## src/rtl/spi_cehi_pkg.sv

```systemverilog
package spi_cehi_pkg;
   typedef enum logic {
      PH_CMD  = 1'b0,
      PH_DATA = 1'b1
   } phase_t;
endpackage

```

## src/rtl/spi_cehi_sync.sv

```systemverilog
module spi_cehi_sync #(
   parameter int WIDTH  = 3,
   parameter int STAGES = 2
) (
   input  logic             clk,
   input  logic             rst_n,
   input  logic [WIDTH-1:0] d_async,
   output logic [WIDTH-1:0] d_sync
);
   if (STAGES < 2) begin : g_bad_stages
      $error("spi_cehi_sync: STAGES must be at least 2");
   end
   if (WIDTH < 1) begin : g_bad_width
      $error("spi_cehi_sync: WIDTH must be at least 1");
   end

   logic [WIDTH-1:0] chain [STAGES];

   for (genvar s = 0; s < STAGES; s++) begin : g_stage
      if (s == 0) begin : g_first
         always_ff @(posedge clk or negedge rst_n) begin
            if (!rst_n) chain[s] <= '0;
            else        chain[s] <= d_async;
         end
      end else begin : g_next
         always_ff @(posedge clk or negedge rst_n) begin
            if (!rst_n) chain[s] <= '0;
            else        chain[s] <= chain[s-1];
         end
      end
   end

   assign d_sync = chain[STAGES-1];
endmodule

```

## src/rtl/spi_cehi_framer.sv

```systemverilog
module spi_cehi_framer #(
   parameter int DATA_W    = 8,
   parameter int CPOL_MODE = 2
) (
   input  logic              clk,
   input  logic              rst_n,
   input  logic              ce_s,
   input  logic              sck_s,
   input  logic              mosi_s,
   input  logic              tx_load,
   input  logic [DATA_W-1:0] tx_byte,
   input  logic              tx_en,
   output logic              byte_done,
   output logic [DATA_W-1:0] rx_byte,
   output logic              miso_o,
   output logic              miso_oe
);
   localparam int CNT_W = (DATA_W > 1) ? $clog2(DATA_W) : 1;
   localparam logic [CNT_W-1:0] LAST_BIT = CNT_W'(DATA_W - 1);

   if (CPOL_MODE < 0 || CPOL_MODE > 2) begin : g_bad_mode
      $error("spi_cehi_framer: CPOL_MODE must be 0, 1 or 2");
   end

   logic              ce_d;
   logic              sck_d;
   logic              cpol_w;
   logic              active;
   logic              edge_up;
   logic              edge_dn;
   logic              latch_e;
   logic              launch_e;
   logic [CNT_W-1:0]  bit_cnt;
   logic [DATA_W-1:0] rx_sh;
   logic [DATA_W-1:0] tx_sh;

   always_ff @(posedge clk or negedge rst_n) begin
      if (!rst_n) begin
         ce_d  <= 1'b0;
         sck_d <= 1'b0;
      end else begin
         ce_d  <= ce_s;
         sck_d <= sck_s;
      end
   end

   if (CPOL_MODE == 2) begin : g_cpol_auto
      logic cpol_q;
      always_ff @(posedge clk or negedge rst_n) begin
         if (!rst_n)            cpol_q <= 1'b0;
         else if (ce_s && !ce_d) cpol_q <= sck_s;
      end
      assign cpol_w = cpol_q;
   end else begin : g_cpol_fixed
      assign cpol_w = (CPOL_MODE == 1);
   end

   assign active   = ce_s && ce_d;
   assign edge_up  = sck_s && !sck_d;
   assign edge_dn  = !sck_s && sck_d;
   assign latch_e  = active && (cpol_w ? edge_up : edge_dn);
   assign launch_e = active && (cpol_w ? edge_dn : edge_up);

   always_ff @(posedge clk or negedge rst_n) begin
      if (!rst_n) begin
         bit_cnt   <= '0;
         rx_sh     <= '0;
         byte_done <= 1'b0;
         rx_byte   <= '0;
      end else if (!ce_s) begin
         bit_cnt   <= '0;
         rx_sh     <= '0;
         byte_done <= 1'b0;
      end else begin
         byte_done <= 1'b0;
         if (latch_e) begin
            rx_sh   <= {rx_sh[DATA_W-2:0], mosi_s};
            bit_cnt <= (bit_cnt == LAST_BIT) ? '0 : bit_cnt + 1'b1;
            if (bit_cnt == LAST_BIT) begin
               byte_done <= 1'b1;
               rx_byte   <= {rx_sh[DATA_W-2:0], mosi_s};
            end
         end
      end
   end

   always_ff @(posedge clk or negedge rst_n) begin
      if (!rst_n) begin
         tx_sh   <= '0;
         miso_o  <= 1'b0;
         miso_oe <= 1'b0;
      end else if (!ce_s) begin
         tx_sh   <= '0;
         miso_o  <= 1'b0;
         miso_oe <= 1'b0;
      end else if (tx_load) begin
         tx_sh <= tx_byte;
      end else if (launch_e && tx_en) begin
         miso_o  <= tx_sh[DATA_W-1];
         tx_sh   <= {tx_sh[DATA_W-2:0], 1'b0};
         miso_oe <= 1'b1;
      end
   end
endmodule

```

## src/rtl/spi_cehi_ctrl.sv

```systemverilog
module spi_cehi_ctrl
   import spi_cehi_pkg::*;
#(
   parameter int ADDR_W = 6,
   parameter int DATA_W = 8
) (
   input  logic              clk,
   input  logic              rst_n,
   input  logic              ce_s,
   input  logic              byte_done,
   input  logic [DATA_W-1:0] rx_byte,
   output logic [ADDR_W-1:0] reg_addr,
   output logic              wr_stb,
   output logic [DATA_W-1:0] wr_data,
   output logic              rd_stb,
   output logic              tx_load,
   output logic              in_data,
   output logic              dir_wr
);
   localparam int DIR_POS = DATA_W - 1;

   if (ADDR_W > DATA_W - 2) begin : g_bad_addr
      $error("spi_cehi_ctrl: ADDR_W must leave the top two command bits free");
   end

   phase_t phase_q;

   always_ff @(posedge clk or negedge rst_n) begin
      if (!rst_n) begin
         phase_q  <= PH_CMD;
         dir_wr   <= 1'b0;
         reg_addr <= '0;
         wr_stb   <= 1'b0;
         wr_data  <= '0;
         rd_stb   <= 1'b0;
         tx_load  <= 1'b0;
      end else if (!ce_s) begin
         phase_q  <= PH_CMD;
         dir_wr   <= 1'b0;
         reg_addr <= '0;
         wr_stb   <= 1'b0;
         rd_stb   <= 1'b0;
         tx_load  <= 1'b0;
      end else begin
         wr_stb  <= 1'b0;
         rd_stb  <= 1'b0;
         tx_load <= rd_stb;
         if (wr_stb || rd_stb) reg_addr <= reg_addr + 1'b1;
         if (byte_done) begin
            if (phase_q == PH_CMD) begin
               dir_wr   <= rx_byte[DIR_POS];
               reg_addr <= rx_byte[ADDR_W-1:0];
               phase_q  <= PH_DATA;
               tx_load  <= !rx_byte[DIR_POS];
            end else if (dir_wr) begin
               wr_stb  <= 1'b1;
               wr_data <= rx_byte;
            end else begin
               rd_stb <= 1'b1;
            end
         end
      end
   end

   assign in_data = (phase_q == PH_DATA);
endmodule

```

## src/rtl/spi_cehi_slave.sv

```systemverilog
module spi_cehi_slave #(
   parameter int ADDR_W      = 6,
   parameter int DATA_W      = 8,
   parameter int SYNC_STAGES = 2,
   parameter int CPOL_MODE   = 2
) (
   input  logic              clk,
   input  logic              rst_n,
   input  logic              ce_pin,
   input  logic              sck_pin,
   input  logic              mosi_pin,
   output logic              miso_o,
   output logic              miso_oe,
   output logic [ADDR_W-1:0] reg_addr,
   output logic              wr_stb,
   output logic [DATA_W-1:0] wr_data,
   output logic              rd_stb,
   input  logic [DATA_W-1:0] rd_data
);
   localparam int PIN_N = 3;

   if (DATA_W < 2) begin : g_bad_data
      $error("spi_cehi_slave: DATA_W must be at least 2");
   end

   logic [PIN_N-1:0]  pins_s;
   logic              ce_s;
   logic              sck_s;
   logic              mosi_s;
   logic              byte_done;
   logic [DATA_W-1:0] rx_byte;
   logic              tx_load;
   logic              in_data;
   logic              dir_wr;

   spi_cehi_sync #(.WIDTH(PIN_N), .STAGES(SYNC_STAGES)) u_sync (
      .clk     (clk),
      .rst_n   (rst_n),
      .d_async ({ce_pin, sck_pin, mosi_pin}),
      .d_sync  (pins_s)
   );

   assign {ce_s, sck_s, mosi_s} = pins_s;

   spi_cehi_framer #(.DATA_W(DATA_W), .CPOL_MODE(CPOL_MODE)) u_framer (
      .clk       (clk),
      .rst_n     (rst_n),
      .ce_s      (ce_s),
      .sck_s     (sck_s),
      .mosi_s    (mosi_s),
      .tx_load   (tx_load),
      .tx_byte   (rd_data),
      .tx_en     (in_data && !dir_wr),
      .byte_done (byte_done),
      .rx_byte   (rx_byte),
      .miso_o    (miso_o),
      .miso_oe   (miso_oe)
   );

   spi_cehi_ctrl #(.ADDR_W(ADDR_W), .DATA_W(DATA_W)) u_ctrl (
      .clk       (clk),
      .rst_n     (rst_n),
      .ce_s      (ce_s),
      .byte_done (byte_done),
      .rx_byte   (rx_byte),
      .reg_addr  (reg_addr),
      .wr_stb    (wr_stb),
      .wr_data   (wr_data),
      .rd_stb    (rd_stb),
      .tx_load   (tx_load),
      .in_data   (in_data),
      .dir_wr    (dir_wr)
   );
endmodule

```

## config.mk

```make
export PLATFORM = sky130hd
export DESIGN_NAME = spi_cehi_slave
export DESIGN_NICKNAME = d
export VERILOG_FILES = /design/src/rtl/spi_cehi_pkg.sv /design/src/rtl/spi_cehi_sync.sv /design/src/rtl/spi_cehi_framer.sv /design/src/rtl/spi_cehi_ctrl.sv /design/src/rtl/spi_cehi_slave.sv
export SDC_FILE = /design/constraint.sdc
export NUM_CORES = 1
export LEC_CHECK = 0
export ABC_CLOCK_PERIOD_IN_PS = 2100
export BUFFER_PORTS_ARGS = -buffer_cell sky130_fd_sc_hd__buf_2
export CORE_MARGIN = 4
export CORE_UTILIZATION = 56
export CTS_CLUSTER_SIZE = 30
export DETAILED_ROUTE_END_ITERATION = 7
export PLACE_DENSITY = 0.78
export SYNTH_ARGS = -nofsm -noshare
export SYNTH_HDL_FRONTEND = slang
export SYNTH_SLANG_ARGS = --single-unit
```

## constraint.sdc

```tcl
create_clock -name clk -period 2.1 [get_ports clk]
set_clock_uncertainty 0.2 [all_clocks]
set_input_delay 0.105 -clock clk [delete_from_list [all_inputs] [get_ports clk]]
set_output_delay 0.105 -clock clk [all_outputs]
set_load 0.03 [all_outputs]
```

# Yosys cells after proc, flatten, opt, wreduce, memory -nomap -nowiden
# Index checks and enable logic that the tools add are counted.
[totals] reg_bits=57 output_inout_bits=18 elab_cells=85
[op_classes] add_sub_neg=2 eq_ne=7 muxes=39 n_reduce_logical=18
[op_table] operator="$mux 1" n=27
[op_table] operator="$mux 6" n=4
[op_table] operator="$mux 8" n=3
[op_table] operator="$mux 7" n=2
[op_table] operator="$mux 3" n=3
[op_table] operator="$logic_and 1x1->1" n=8
[op_table] operator="$add 6x1->6 const B" n=1
[op_table] operator="$ne 2x1->1 const B" n=3
[op_table] operator="$logic_not 1->1" n=5
[op_table] operator="$ne 2x2->1 const B" n=2
[op_table] operator="$reduce_and 2->1" n=2
[op_table] operator="$reduce_and 4->1" n=1
[op_table] operator="$add 3x1->3 const B" n=1
[op_table] operator="$eq 3x3->1 const B" n=1
[op_table] operator="$ne 3x1->1 const B" n=1
[op_table] operator="$reduce_and 3->1" n=1
[op_table] operator="$logic_or 1x1->1" n=1

# Depth between registers and ports, before layout
[depth] depth_word=8 depth_mapped=6 mapped_depth_nobuf=5

# Modules after synthesis
# A second synthesis with hierarchy kept.
[unflattened] cells_unflattened=203 area_unflattened_um2=2378.5
[modules_own_cells] module="spi_cehi_framer" instances=1 cells_each=120 area_per_inst_um2=1355.0 seq_area_each_um2=800.8
[modules_own_cells] module="spi_cehi_ctrl" instances=1 cells_each=73 area_per_inst_um2=837.1 seq_area_each_um2=475.5
[modules_own_cells] module="spi_cehi_sync" instances=1 cells_each=9 area_per_inst_um2=172.7 seq_area_each_um2=150.1
[modules_own_cells] module="spi_cehi_slave" instances=1 cells_each=1 area_per_inst_um2=13.8 seq_area_each_um2=0.0

# Worst setup path after synthesis
# Ideal clock, no wire load.
[synth_timing] kind="register to register" from="register u_sync.chain, in the netlist u_sync.d_sync[1]" to="register u_framer.rx_byte[0]" setup_time_ns=0.125 t_arrival_ns=1.490 required_ns=1.775 path_slack_ns=0.286 path_stages_with_launch=4 path_buffers=0 synth_period_minus_slack_ns=1.814 cell_sequence="dfrtp_1 or3b_1 a21oi_4 mux2_2"
[synth_via] elab_chain_len=5
[synth_rtl] item="from (decl)" line_no="spi_cehi_sync.sv:17" source="logic [WIDTH-1:0] chain [STAGES];"
[synth_rtl] item="from (signal, indexed assignment)" line_no="spi_cehi_sync.sv:28" source="else chain[s] <= chain[s-1];"
[synth_rtl] item="$logic_not 1->1" line_no="spi_cehi_framer.sv:60" source="assign edge_dn = !sck_s && sck_d;"
[synth_rtl] item="$logic_and 1x1->1" line_no="spi_cehi_framer.sv:60"
[synth_rtl] item="$mux 1 *" line_no="spi_cehi_framer.sv:61" source="assign latch_e = active && (cpol_w ? edge_up : edge_dn);"
[synth_rtl] item="$logic_and 1x1->1 *" line_no="spi_cehi_framer.sv:61"
[synth_rtl] item="$reduce_and 3->1 (no line) *"
[synth_rtl] item="to (signal assigned)" line_no="spi_cehi_framer.sv:81" source="rx_byte <= {rx_sh[DATA_W-2:0], mosi_s};"
[synth_rtl] item="to (decl)" line_no="spi_cehi_framer.sv:14" source="output logic [DATA_W-1:0] rx_byte,"
# Every way passes the cells marked *; elsewhere a longest branch is shown, timed or not.
# A chain may end at the register's enable or synchronous reset.

# Worst setup path in the final report
[layout_timing] from="register u_framer.sck_d" to="register u_framer.miso_o"
[layout_via] elab_chain_len=7
[layout_rtl] item="from (decl)" line_no="spi_cehi_framer.sv:26" source="logic sck_d;"
[layout_rtl] item="from (signal assigned)" line_no="spi_cehi_framer.sv:43" source="sck_d <= sck_s;"
[layout_rtl] item="$logic_not 1->1" line_no="spi_cehi_framer.sv:59" source="assign edge_up = sck_s && !sck_d;"
[layout_rtl] item="$logic_and 1x1->1" line_no="spi_cehi_framer.sv:59"
[layout_rtl] item="$mux 1 *" line_no="spi_cehi_framer.sv:62" source="assign launch_e = active && (cpol_w ? edge_dn : edge_up);"
[layout_rtl] item="$logic_and 1x1->1 *" line_no="spi_cehi_framer.sv:62"
[layout_rtl] item="$logic_and 1x1->1 *" line_no="spi_cehi_framer.sv:98" source="end else if (launch_e && tx_en) begin"
[layout_rtl] item="$ne 2x1->1 (no line) *"
[layout_rtl] item="$reduce_and 2->1 (no line) *"
[layout_rtl] item="to (signal assigned)" line_no="spi_cehi_framer.sv:99" source="miso_o <= tx_sh[DATA_W-1];"
[layout_rtl] item="to (decl)" line_no="spi_cehi_framer.sv:15" source="output logic miso_o,"
# Marked as above.

==> flow_metrics.tcl <==
set metrics [dict create \
    status "completed" \
    period_share_pct 91.8 \
    synth_area_sq_um 2340 \
    netSwitchingFraction_pct 20.0 \
    whs_ns 0.126 \
    seqCellArea_sq_um 1430 \
    grt_remaining_overflow 0 \
    leakage_nw 1.44 \
    nNetsFinal 275 \
    synth_compound_area_share_pct 12.3 \
    rows 23 \
    r2r-start "u_framer.sck_d$_DFF_PN0_" \
    syn2layout_area_growth_pct 24.1 \
    drv_cap 0 \
    crit_arrival_ns 1.97 \
    place_congestion 0.800 \
    dr.pass1.iters 4 \
    relSlewSlack_pct 58.3 \
    wl_mm 4.41 \
    via_per_inst 5.24 \
    finalSetupViolCount 0 \
    place_hpwl_mm 2.85 \
    avgSynthCellArea_sq_um 11.3 \
    antenna_found_initial 0 \
    crit_path_start_kind "flip-flop" \
    initial_core_util_pct 58.2 \
    cts_tree "yes" \
    drt-initial-drc-count 98 \
    drc 0 \
    numCtsBuffers 9 \
    yosysTopAreaCellShare_pct 60.9 \
    fin_util_pct 72.2 \
    r2r.worst_path.cells 4 \
    grt_max_degree 29 \
    core_sq_um 4030 \
    yosysMostFrequentCell "dfrtp_1" \
    synth_flop_cell "dfrtp_1" \
    fillers 295 \
    die_h_um 72.7 \
    synth-simple-area-share_pct 13.7 \
    port_buffers 30 \
    synth_top_family_by_area "simple AND/OR/NAND/NOR gates" \
    intPower_w 0.00182 \
    critPathMaxStageDelay_ns 0.43 \
    hold_viol 0 \
    powerDensity_nw_per_um2 783 \
    switchingPower_w 0.000456 \
    yosysTopAreaCell "dfrtp_1" \
    synth_cells 207 \
    path_class "reg2reg" \
    path_max_fanout 9 \
    synth_nets 223 \
    synth_edf_count 0 \
    required_ns 2.15 \
    timing.fmax_mhz 519 \
    postSynth.asyncResetShare_pct 100 \
    worst_skew_pair.late_latency_ns 0.33 \
    hp-class "in2async" \
    num_antenna_cells 0 \
    cts-htree-levels 3 \
    yosys.cell_types.count 29 \
    rsz0062_at_grt "no" \
    multi_input_area_sq_um 882 \
    synth-seq-cells 57 \
    globalRouteTotalUtil_pct 19.7 \
    reg2reg_slack_ns 0.17 \
    synth_xor_area_share_pct 1.87 \
    vias 1639 \
    p_seq_share_pct 49.2 \
    ir_drop_mv 0.632 \
    yosysSeqAreaShare_pct 60.9 \
    drv_slew 0 \
    pwr-share-comb_pct 4.0 \
    pin_count 31 \
    drive_gt1_share_pct 24.3 \
    cts.path.max_buffers 2 \
    root_buffer "clkbuf_8" \
    die_area_sq_um 5280 \
    grt_pass1_wl_mm 7.65 \
    grt_pass1_vias 1676 \
    wl_per_cell_um 14.1 \
    end_kind "flip-flop" \
    synthTopCellsByArea "dfrtp_1 (61%), nand2_1 (8.3%), mux2_2 (4.3%), o21ai_0 (4.3%), mux2i_1 (3.8%)" \
    path_clk_slew_ns 0.06 \
    min_period_ns 1.93 \
    slowest_stage "or3b_1" \
    synth_fa_ha_area_share_pct 1.60 \
    pwr-share-clk_pct 46.7 \
    r2r-end "u_framer.miso_o$_DFFE_PN0P_" \
    ys_warn_count 0 \
    cts.sinks 57 \
    postRouteAntennaNets 0 \
    synth_mux_area_share_pct 8.17 \
    crit_chain "or3b_1 -> a21oi_4 -> and2_1 -> mux2i_1" \
    die_w_um 72.7 \
    synth_common_cells "dfrtp_1 (57), nand2_1 (52), o21ai_0 (20), a21oi_1 (10)" \
    worst_pin_slew_ns 0.626 \
    fin_setup_tns_ns 0 \
]
==> logic make-up (layout without fill, tap and decap cells) <==
logic type | after synthesis | in the layout
AND/OR/NAND/NOR | 71 | 71
multiplexers | 18 | 18
flip-flops | 57 | 57
buffers and inverters | 9 | 65
XOR/XNOR | 5 | 5
adder cells (fa/ha/maj) | 3 | 3
AO/OA/AOI/OAI | 44 | 44
==> power groups by stage <==
stage / clock network [W] / registers [W] / logic [W]
after CTS: 0.00109 / 0.00112 / 0.0000924
after detailed placement: 0 / 0.00114 / 0.0000744
after floorplan: 0 / 0.00114 / 0.0000327
after global placement: 0 / 0.00114 / 0.0000735
after global routing: 0.00114 / 0.00112 / 0.000103
final: 0.00106 / 0.00112 / 0.0000914
==> registers in the layout, indices dropped and copies added, names as in the netlist <==
name,cells
u_ctrl.wr_data,8
u_framer.rx_byte,8
u_framer.tx_sh,8
u_framer.rx_sh,7
u_ctrl.reg_addr,6
u_framer.bit_cnt,3
u_sync.chain,3
u_sync.d_sync,3
u_ctrl.dir_wr,1
u_ctrl.in_data,1
u_ctrl.rd_stb,1
u_ctrl.tx_load,1
u_ctrl.wr_stb,1
u_framer.byte_done,1
u_framer.ce_d,1
u_framer.cpol_w,1
u_framer.miso_o,1
u_framer.miso_oe,1
u_framer.sck_d,1
==> layout make-up <==
cell class,instances,area share (%)
Timing Repair Buffer,48,10.8
Clock buffer,13,6.15
Multi-Input combinational cell,141,30.3
Inverter,2,0.258
Sequential cell,57,49.1
Tap cell,50,2.15
Clock inverter,2,1.20
==> how the worst max path moves through the flow <==
| stage | startpoint | slack [ns] | endpoint | depth (start not counted) |
|---|---|---|---|---|
| finish | u_framer.sck_d$_DFF_PN0_ | 0.17 | u_framer.miso_o$_DFFE_PN0P_ | 4 |
| global route | u_sync.d_sync[1]$_DFF_PN0_ | 0.12 | u_framer.miso_o$_DFFE_PN0P_ | 4 |
| CTS | u_framer.sck_d$_DFF_PN0_ | 0.16 | u_framer.miso_o$_DFFE_PN0P_ | 4 |
| detailed placement | u_framer.sck_d$_DFF_PN0_ | 0.19 | u_framer.miso_o$_DFFE_PN0P_ | 4 |
| global placement | u_sync.d_sync[1]$_DFF_PN0_ | 0.21 | u_framer.rx_byte[5]$_DFFE_PN0P_ | 3 |
| floorplan | u_sync.d_sync[1]$_DFF_PN0_ | 0.29 | u_framer.rx_byte[0]$_DFFE_PN0P_ | 3 |
==> timing repair <==
action,CTS,global route
hold buffers,12,0
gates resized for setup,0,0
setup buffers,0,0
hold endpoints to repair,37,0
==> critical path, delay by kind of cell (launching register included) <==
kind / cells / cell delay [ns]
flops: 1 / 0.39
simple gates: 2 / 0.66
compound gates: 1 / 0.37
mux: 1 / 0.22
==> cell usage in the layout (no fill, tap or decap) <==
master	Yosys	routed
buf_4	0	6
dfrtp_1	57	57
buf_2	1	30
clkbuf_8	0	13
mux2_2	9	9
or3b_1	2	2
a21oi_1	10	10
xor2_1	3	3
clkinv_1	1	1
nor2b_1	2	2
mux2i_1	9	9
o21ai_1	1	1
a21oi_4	3	3
o2111ai_1	2	2
nand2b_1	2	2
a21boi_0	3	3
and2_1	1	1
inv_1	1	1
o21ai_0	20	20
and4b_1	1	1
nand3b_1	4	4
or3b_2	1	1
ha_1	3	3
nand4_1	1	1
nor2_1	3	3
nand2_1	52	52
o21a_1	2	2
clkinv_2	0	1
nand3_1	2	2
xnor2_1	2	2
bufinv_16	0	1
o211a_1	3	3
dlygate4sd3_1	0	12
==> through the flow <==
step                      instances  setup slack [ns]  instance area, sq um  power (W)
final                           313             0.173                  2910    0.00228
after floorplan                 207             0.286                  2340    0.00117
after global routing            313             0.116                  2910    0.00236
after CTS                       313             0.161                  2910    0.00231
after detailed placement        286             0.189                  2570    0.00122
after global placement          286             0.212                  2570    0.00121
==> layer usage <==
metal  part of all wire (%)  vias to the layer above  wire, um  track usage [%]
li1                       -                      814         -                -
met3                    3.7                       12       164             7.02
met1                     46                      778      2040             24.5
met2                     48                       35      2100             30.0
met5                      0                        -         0                0
met4                    2.4                        0       107             10.7
Power figures use the tool's default switching activity.
